### src/rtl/ufifo_pkg.sv
package ufifo_pkg;
  localparam int unsigned CTRL_EN_BIT    = 0;
  localparam int unsigned CTRL_RXFL_BIT  = 1;
  localparam int unsigned CTRL_TXFL_BIT  = 2;
  localparam int unsigned CTRL_TRIG_LSB  = 6;

  typedef enum logic [1:0] {
    TRIG_1  = 2'b00,
    TRIG_4  = 2'b01,
    TRIG_8  = 2'b10,
    TRIG_14 = 2'b11
  } trig_sel_e;

  function automatic int unsigned trig_chars(input trig_sel_e sel);
    case (sel)
      TRIG_1:  return 1;
      TRIG_4:  return 4;
      TRIG_8:  return 8;
      default: return 14;
    endcase
  endfunction
endpackage

### src/rtl/ufifo_ctrl.sv
module ufifo_ctrl
  import ufifo_pkg::*;
#(
  parameter int unsigned DEPTH = 16,
  localparam int unsigned CW = $clog2(DEPTH + 1)
) (
  input  logic          clk,
  input  logic          rst,
  input  logic          we,
  input  logic          wr_en_bit,
  input  logic          wr_rxfl_bit,
  input  logic          wr_txfl_bit,
  input  logic [1:0]    wr_trig,
  output logic          en_q,
  output logic          flush_rx,
  output logic          flush_tx,
  output logic [CW-1:0] trig_level
);
  trig_sel_e trig_q;
  logic      en_toggle;

  assign en_toggle = we && (wr_en_bit != en_q);
  assign flush_rx  = en_toggle || (we && wr_en_bit && wr_rxfl_bit);
  assign flush_tx  = en_toggle || (we && wr_en_bit && wr_txfl_bit);

  always_ff @(posedge clk) begin
    if (rst) begin
      en_q   <= 1'b0;
      trig_q <= TRIG_1;
    end else if (we) begin
      en_q <= wr_en_bit;
      if (wr_en_bit) trig_q <= trig_sel_e'(wr_trig);
    end
  end

  always_comb begin
    int unsigned lvl;
    lvl = trig_chars(trig_q);
    if (lvl > DEPTH) lvl = DEPTH;
    trig_level = CW'(lvl);
  end
endmodule

### src/rtl/ufifo_buf.sv
module ufifo_buf #(
  parameter int unsigned WIDTH = 8,
  parameter int unsigned DEPTH = 16,
  localparam int unsigned AW = (DEPTH > 1) ? $clog2(DEPTH) : 1,
  localparam int unsigned CW = $clog2(DEPTH + 1)
) (
  input  logic             clk,
  input  logic             rst,
  input  logic             flush,
  input  logic             push,
  input  logic [WIDTH-1:0] wdata,
  input  logic             pop,
  output logic [WIDTH-1:0] rdata,
  output logic [CW-1:0]    count,
  output logic             empty,
  output logic             full,
  output logic             drop
);
  logic [WIDTH-1:0] mem [DEPTH];
  logic [AW-1:0]    wr_ptr, rd_ptr;
  logic             push_ok, pop_ok;
  logic [CW-1:0]    count_nx;

  assign push_ok = push && !full && !flush;
  assign pop_ok  = pop && !empty && !flush;
  assign drop    = push && full && !flush;

  function automatic logic [AW-1:0] bump(input logic [AW-1:0] p);
    if (p == AW'(DEPTH - 1)) return '0;
    return p + AW'(1);
  endfunction

  always_comb begin
    count_nx = count;
    if (push_ok) count_nx = count_nx + CW'(1);
    if (pop_ok)  count_nx = count_nx - CW'(1);
  end

  always_ff @(posedge clk) begin
    if (push_ok) mem[wr_ptr] <= wdata;
  end

  assign rdata = mem[rd_ptr];

  always_ff @(posedge clk) begin
    if (rst || flush) begin
      wr_ptr <= '0;
      rd_ptr <= '0;
      count  <= '0;
      empty  <= 1'b1;
      full   <= 1'b0;
    end else begin
      if (push_ok) wr_ptr <= bump(wr_ptr);
      if (pop_ok)  rd_ptr <= bump(rd_ptr);
      count <= count_nx;
      empty <= (count_nx == '0);
      full  <= (count_nx == CW'(DEPTH));
    end
  end
endmodule

### src/rtl/ufifo_rx_status.sv
module ufifo_rx_status #(
  parameter int unsigned DEPTH = 16,
  localparam int unsigned CW = $clog2(DEPTH + 1)
) (
  input  logic          clk,
  input  logic          rst,
  input  logic          en,
  input  logic [CW-1:0] count,
  input  logic [CW-1:0] level,
  input  logic          drop,
  input  logic          clr,
  output logic          irq,
  output logic          overrun
);
  assign irq = en && (count >= level);

  always_ff @(posedge clk) begin
    if (rst)       overrun <= 1'b0;
    else if (drop) overrun <= 1'b1;
    else if (clr)  overrun <= 1'b0;
  end
endmodule

### src/rtl/ufifo_pair.sv
module ufifo_pair
  import ufifo_pkg::*;
#(
  parameter int unsigned WIDTH = 8,
  parameter int unsigned DEPTH = 16,
  localparam int unsigned CW = $clog2(DEPTH + 1)
) (
  input  logic             clk,
  input  logic             rst,
  input  logic             cfg_we,
  input  logic [7:0]       cfg_data,
  output logic             cfg_en,
  output logic [CW-1:0]    rx_trig_level,
  input  logic             rx_push,
  input  logic [WIDTH-1:0] rx_wdata,
  input  logic             rx_pop,
  output logic [WIDTH-1:0] rx_rdata,
  output logic [CW-1:0]    rx_count,
  output logic             rx_empty,
  output logic             rx_full,
  input  logic             tx_push,
  input  logic [WIDTH-1:0] tx_wdata,
  input  logic             tx_pop,
  output logic [WIDTH-1:0] tx_rdata,
  output logic [CW-1:0]    tx_count,
  output logic             tx_empty,
  output logic             tx_full,
  output logic             rx_avail_irq,
  output logic             rx_overrun,
  input  logic             ovr_clr
);
  logic flush_rx, flush_tx;
  logic rx_drop, tx_drop;
  logic rsvd_unused;

  assign rsvd_unused = ^{cfg_data[5:3], tx_drop};

  ufifo_ctrl #(.DEPTH(DEPTH)) u_ctrl (
    .clk         (clk),
    .rst         (rst),
    .we          (cfg_we),
    .wr_en_bit   (cfg_data[CTRL_EN_BIT]),
    .wr_rxfl_bit (cfg_data[CTRL_RXFL_BIT]),
    .wr_txfl_bit (cfg_data[CTRL_TXFL_BIT]),
    .wr_trig     (cfg_data[CTRL_TRIG_LSB +: 2]),
    .en_q        (cfg_en),
    .flush_rx    (flush_rx),
    .flush_tx    (flush_tx),
    .trig_level  (rx_trig_level)
  );

  ufifo_buf #(.WIDTH(WIDTH), .DEPTH(DEPTH)) u_rxq (
    .clk   (clk),
    .rst   (rst),
    .flush (flush_rx),
    .push  (rx_push && cfg_en),
    .wdata (rx_wdata),
    .pop   (rx_pop && cfg_en),
    .rdata (rx_rdata),
    .count (rx_count),
    .empty (rx_empty),
    .full  (rx_full),
    .drop  (rx_drop)
  );

  ufifo_buf #(.WIDTH(WIDTH), .DEPTH(DEPTH)) u_txq (
    .clk   (clk),
    .rst   (rst),
    .flush (flush_tx),
    .push  (tx_push && cfg_en),
    .wdata (tx_wdata),
    .pop   (tx_pop && cfg_en),
    .rdata (tx_rdata),
    .count (tx_count),
    .empty (tx_empty),
    .full  (tx_full),
    .drop  (tx_drop)
  );

  ufifo_rx_status #(.DEPTH(DEPTH)) u_rxstat (
    .clk     (clk),
    .rst     (rst),
    .en      (cfg_en),
    .count   (rx_count),
    .level   (rx_trig_level),
    .drop    (rx_drop),
    .clr     (ovr_clr),
    .irq     (rx_avail_irq),
    .overrun (rx_overrun)
  );
endmodule

### config.mk
export PLATFORM = sky130hd
export DESIGN_NAME = ufifo_pair
export DESIGN_NICKNAME = d
export VERILOG_FILES = /design/src/rtl/ufifo_pkg.sv /design/src/rtl/ufifo_ctrl.sv /design/src/rtl/ufifo_buf.sv /design/src/rtl/ufifo_rx_status.sv /design/src/rtl/ufifo_pair.sv
export SDC_FILE = /design/constraint.sdc
export NUM_CORES = 1
export LEC_CHECK = 0
export BUFFER_PORTS_ARGS = -buffer_cell sky130_fd_sc_hd__clkbuf_2
export CORE_AREA = 5 5 154 215
export DETAILED_ROUTE_END_ITERATION = 6
export DIE_AREA = 0 0 159 220
export GPL_ROUTABILITY_DRIVEN = 1
export GPL_TIMING_DRIVEN = 0
export HOLD_SLACK_MARGIN = 0.08
export SLEW_MARGIN = 20
export SYNTH_ARGS = -nofsm -noshare
export SYNTH_HDL_FRONTEND = slang
export SYNTH_SLANG_ARGS = --single-unit
### constraint.sdc
create_clock -name clk -period 2.2 [get_ports clk]
set_clock_uncertainty 0.1 [all_clocks]
set_input_delay 0.22 -clock clk [delete_from_list [all_inputs] [get_ports clk]]
set_output_delay 0.22 -clock clk [all_outputs]
set_load 0.02 [all_outputs]
== Yosys cells after proc, flatten, opt, wreduce, memory -nomap -nowiden ==
Memories as Yosys holds them, arrays and structs flattened. A register that Yosys moved wholly into a read port is not among the register bits.
Index checks and enable logic that the tools add are counted.
W data, S select, Z words.

* Register bits: 34
* Memory bits (writable): 256
* Output and inout port bits: 38
* Word-level logic and storage cells: 104
* Memories kept: 2

{| class="wikitable"
|+ Memories
! name !! depth !! bits a word !! read ports !! clocked after memory_dff !! wr ports !! RTL line !! RTL
|-
| u_rxq.mem || 16 || 8 || 1 || 1 || 1 || ufifo_buf.sv:19 || <nowiki>logic [WIDTH-1:0] mem [DEPTH];</nowiki>
|-
| u_txq.mem || 16 || 8 || 1 || 1 || 1 || ufifo_buf.sv:19 ||
|}

* Add/subtract/negate cells: 8
* Magnitude comparators: 2
* Equality and inequality tests: 9
* Muxes and demuxes: 36
* Reductions and logical operators: 34

{| class="wikitable"
|+ Operators with widths
! cell !! count
|-
| $mux W4 || 12
|-
| $mux W5 || 5
|-
| $logic_and A1 B1 Y1 || 19
|-
| $mux W1 || 18
|-
| $add A4 B1 Y4 const B || 4
|-
| $eq A4 B4 Y1 const B || 4
|-
| $pmux W4 S3 || 1
|-
| $add A5 B1 Y5 const B || 2
|-
| $eq A5 B5 Y1 const B || 2
|-
| $logic_not A5 Y1 || 2
|-
| $sub A5 B1 Y5 const B || 2
|-
| $logic_not A1 Y1 || 6
|-
| $ge A5 B5 Y1 || 1
|-
| $gt A4 B5 Y1 const B || 1
|-
| $logic_or A1 B1 Y1 || 4
|-
| $eq A2 B1 Y1 const B || 1
|-
| $eq A2 B2 Y1 const B || 1
|-
| $logic_not A2 Y1 || 1
|-
| $reduce_and A2 Y1 || 1
|-
| $reduce_bool A2 Y1 || 1
|-
| $ne A1 B1 Y1 || 1
|}

== Depth between registers and ports, before layout ==
* Word-level depth: 10
* Depth in mapped cells: 10
* Mapped depth without buffers: 8

== Hierarchy ==
From an unflattened synthesis, not the netlist that was laid out.

* Cell total of the unflattened synthesis: 666
* Area total of the unflattened synthesis: 12125.4 µm²

{| class="wikitable"
|+ Modules (own cells, without submodules)
! module !! times used !! cells each !! area an instance (µm²)
|-
| ufifo_buf || 2 || 309 || 5883.1
|-
| ufifo_ctrl || 1 || 23 || 178.9
|-
| ufifo_rx_status || 1 || 21 || 155.1
|-
| ufifo_pair || 1 || 4 || 25.0
|}

== Worst setup path after synthesis ==
Ideal clock, no wire load.

* Kind: register to register
* Start: register u_ctrl.en_q
* End: memory u_rxq.mem[3][0], enable pin
* Setup time: 383 ps
* Data arrival time: 1963 ps
* Required time: 1717 ps
* Path slack: -247 ps
* Stages on the path, launching flop included: 7
* Path buffers: 2
* Period minus slack after synthesis: 2447 ps
* Path through: dfxtp_1 > buf_4 > nand3b_2 > a21oi_2 > buf_2 > nand2_1 > nor3_1

* Word-level cells in the longest chain between the ends: 7
* Elaborated cells between the ends (all ways): 9
* Those cells by class: 1 x eq/ne; 2 x mux; 6 x reduce/logical

{| class="wikitable"
|+ Ends and longest elaborated chain
! what !! RTL line !! RTL
|-
| from (decl) || ufifo_ctrl.sv:14 || <nowiki>output logic en_q,</nowiki>
|-
| from (signal assigned) || ufifo_ctrl.sv:31 || <nowiki>en_q <= wr_en_bit;</nowiki>
|-
| $ne A1 B1 Y1 || ufifo_ctrl.sv:22 || <nowiki>assign en_toggle = we && (wr_en_bit != en_q);</nowiki>
|-
| $logic_and A1 B1 Y1 || ufifo_ctrl.sv:22 ||
|-
| $logic_or A1 B1 Y1 || ufifo_ctrl.sv:23 || <nowiki>assign flush_rx = en_toggle || (we && wr_en_bit && wr_rxfl_bit);</nowiki>
|-
| $logic_not A1 Y1 || ufifo_buf.sv:24 || <nowiki>assign push_ok = push && !full && !flush;</nowiki>
|-
| $logic_and A1 B1 Y1 * || ufifo_buf.sv:24 ||
|-
| $mux W1 * || ufifo_buf.sv:40 || <nowiki>if (push_ok) mem[wr_ptr] <= wdata;</nowiki>
|-
| $mux W1 (not written as such) * || ufifo_buf.sv:40 ||
|-
| to (decl) || ufifo_buf.sv:19 ||
|}

Every way passes the cells marked *; elsewhere a longest branch is shown, timed or not.

==> metrics.txt <==
R2R setup slack=about 0.03 ns; RSZ-0062 raised after global routing=true; clk slew on worst S/H paths=approximately 0.060 ns; register area share after synthesis=0.702; latest clock arrival within the worst-skew pair=approximately 0.55 ns; fin crit share=1.22; most frequent cells in the layout=edfxtp_1 (256), mux4_2 (80), clkbuf_2 (55); Pwr Density=765 nW/um^2; minimum clock period=approximately 2.7 ns; Max Freq=~0.37 GHz; Yosys reg bits=just under 300; CTS Buffer Depth=3; post-synthesis cell area=12100 sq um; fraction of layout cells with a size suffix above 1=0.376; post-DP HPWL=between 15000 and 20000 um; max cap viols=0; power consumption=roughly 11 mW; Peak supply drop=approximately 0.63 mV; placed cell area=13000 sq um; most common cell after layout, fill and taps aside=edfxtp_1; final instance area=roughly 15000 sq um; Routed WL=25100 um; Worst Max-Slew Pin Slew=around 0.75 ns; die width=about 160 um; largest net degree at the start of global routing=17; Initial Util=0.390; Overflow after GRT=0; clk sinks=298; Worst Setup Start Kind=flip-flop; Synth Flop Type=edfxtp_1; n_diodes=0; crit-path max FO=9; critical path class=flip-flop to primary output; slew margin rel.=0.501; cell row count=a little under 80; Final Max Tran Viols=0; Ports=70; Final Hold Violating Endpoints=0; Remaining DRCs=0; Net Count, Synth=~710; Lkg Pwr=between 4 and 5 nW; die area=around 35000 sq um; Syn Inst Count=659; Syn-to-layout area delta=22.3%; first-pass GRT wire length=39200 um; core box area=a little over 30000 sq um; Yosys cell types=57; worst hold margin=between 0.1 and 0.15 ns; GR Util All Layers=0.143; first-pass iteration count of the detailed router=4; Routed Antenna Nets=0; CP endpoint kind=primary output; root buffer cell=clkbuf_16; final RePlAce weighted congestion=~0.78; Setup Viol. Count Final=17; CTS tree=yes; Req. time, crit path=roughly 1.9 ns; vias per inst=slightly above 5; status=finished, violations left; syn_area_per_cell=around 18 sq um; Chip Height=220 um; HP Class=primary input to flip-flop; antenna violations before repair=0; fin worst setup slack=-0.494 ns; initial drt markers=364; # port buffers=between 60 and 70; vias in the first global route=6660; Vias=6275; failing checks=setup timing; Yosys warning count=0; WL/cell=about 20 um; Post-synth ARST share=0; layout filler cell count=roughly 2600; htree depth=1; CTS Buf Count=29; CP arrival=about 2.4 ns; Post-synth EDFFs=256; nets=roughly 860
metrics by stage:
| step | setup slack [ns] | utilization | setup TNS (ns) | instances |
|---|---|---|---|---|
| 2_1_floorplan | 0.000820 | - | 0 | 659 |
| 3_3_place_gp | -0.759 | 0.417 | -45.74 | 1119 |
| 3_5_place_dp | -0.432 | 0.418 | -30.26 | 1122 |
| 4_1_cts | -0.554 | 0.470 | -8.49 | 1213 |
| 5_1_grt | -0.559 | 0.477 | -9.37 | 1224 |
| 6_report | -0.494 | 0.477 | -7.43 | 1224 |
state kept, by name (all words and copies together) (netlist names), 2 cells and up, named ones only:
| signal | flops |
|---|---|
| u_rxq.mem | 128 |
| u_rxq.rd_ptr | 4 |
| u_txq.rd_ptr | 4 |
| u_rxq.wr_ptr | 4 |
| u_txq.wr_ptr | 4 |
| u_txq.count | 5 |
| u_txq.mem | 128 |
| u_ctrl.trig_q | 2 |
| u_rxq.count | 5 |
routing by layer:
| metal | wire [um] | GRT usage | vias up |
|---|---|---|---|
| li1 | - | - | 2916 |
| met5 | 0 | 0 | - |
| met4 | 451 | 0.0353 | 0 |
| met1 | 9460 | 0.166 | 3227 |
| met3 | 861 | 0.0210 | 32 |
| met2 | 14300 | 0.277 | 100 |
cell families after synthesis:
family	Yosys count	share of synthesized area
buffers and inverters	44	0.0157
xor gates and xnor gates	25	0.0199
and+or+nand+nor	132	0.0552
AOI/OAI and AO/OA	58	0.0367
muxes	83	0.151
adders and majority gates	18	0.0185
other	1	0.000309
DFF	298	0.702
worst paths after layout:
| path | start | cells after the start | endpoint |
|---|---|---|---|
| worst max-delay path | flip-flop | 4 | tx_rdata[1] |
| worst min-delay path | tx_pop | 5 | u_txq.rd_ptr[1] |
| worst max register to register | u_ctrl.en_q | 7 | u_rxq.mem[5][2] |
| worst min register to register | u_rxq.rd_ptr[3] | 2 | flip-flop |
critical path, stage by stage, from the launching register on:
cell	delay (ns)
dfxtp_4	0.41
buf_12	0.16
mux4_2	0.56
mux4_2	0.53
buf_8	0.16
power breakdown:
group	total [mW]	internal, mW	switching [mW]
Combinational	0.353	0.144	0.209
Sequential	6.14	6.13	0.0123
Clock	4.87	2.79	2.08
synth_stat cells (2+ instances only):
master    count  area, sq um
ha_1         18          225
o22ai_1       3         18.8
buf_2         8         40.0
buf_1         5         18.8
nand4_1       2         12.5
dfxtp_1      42          841
a211oi_2      2         25.0
nor3_1        7         35.0
a21oi_1      19         95.1
mux2i_1       2         20.0
inv_1        14         52.6
nand3b_2      2         22.5
clkbuf_1     14         52.6
and3b_1       2         17.5
edfxtp_1    256         7690
mux4_2       80         1800
o21ai_0      11         55.1
a211oi_4      3         60.1
xor2_1        9         78.8
or2_2         2         12.5
or3_1         3         18.8
nor2b_1       3         18.8
a31oi_1       4         25.0
nor2_1       38          143
nand2_1      35          131
xnor2_1      13          114
and2_1        9         56.3
and3_1        7         43.8
nand2b_1      3         18.8
xnor2_2       2         32.5
and4_1        4         35.0
nand3_1      10         50.1
o211ai_1      2         15.0
buf_4         2         15.0
layout make-up:
cell class	instances	area, sq um	area share
well taps	395	494	0.0333
inverters	14	52.6	0.00354
clock inverters	19	196	0.0132
flip-flops and latches	298	8550	0.576
repair buffers	120	880	0.0592
plain buffers	28	258	0.0174
multi-input cells	317	3680	0.248
clock buffers	33	741	0.0499
repair_timing:
item	CTS	global route
buffers inserted	14	10
pin swaps	9	8
hold buffers	27	0
gates cloned	0	1
setup endpoints to repair	191	132
gates resized for setup	87	46
hold endpoints to repair	266	0
(Power assumes the default switching activity.)
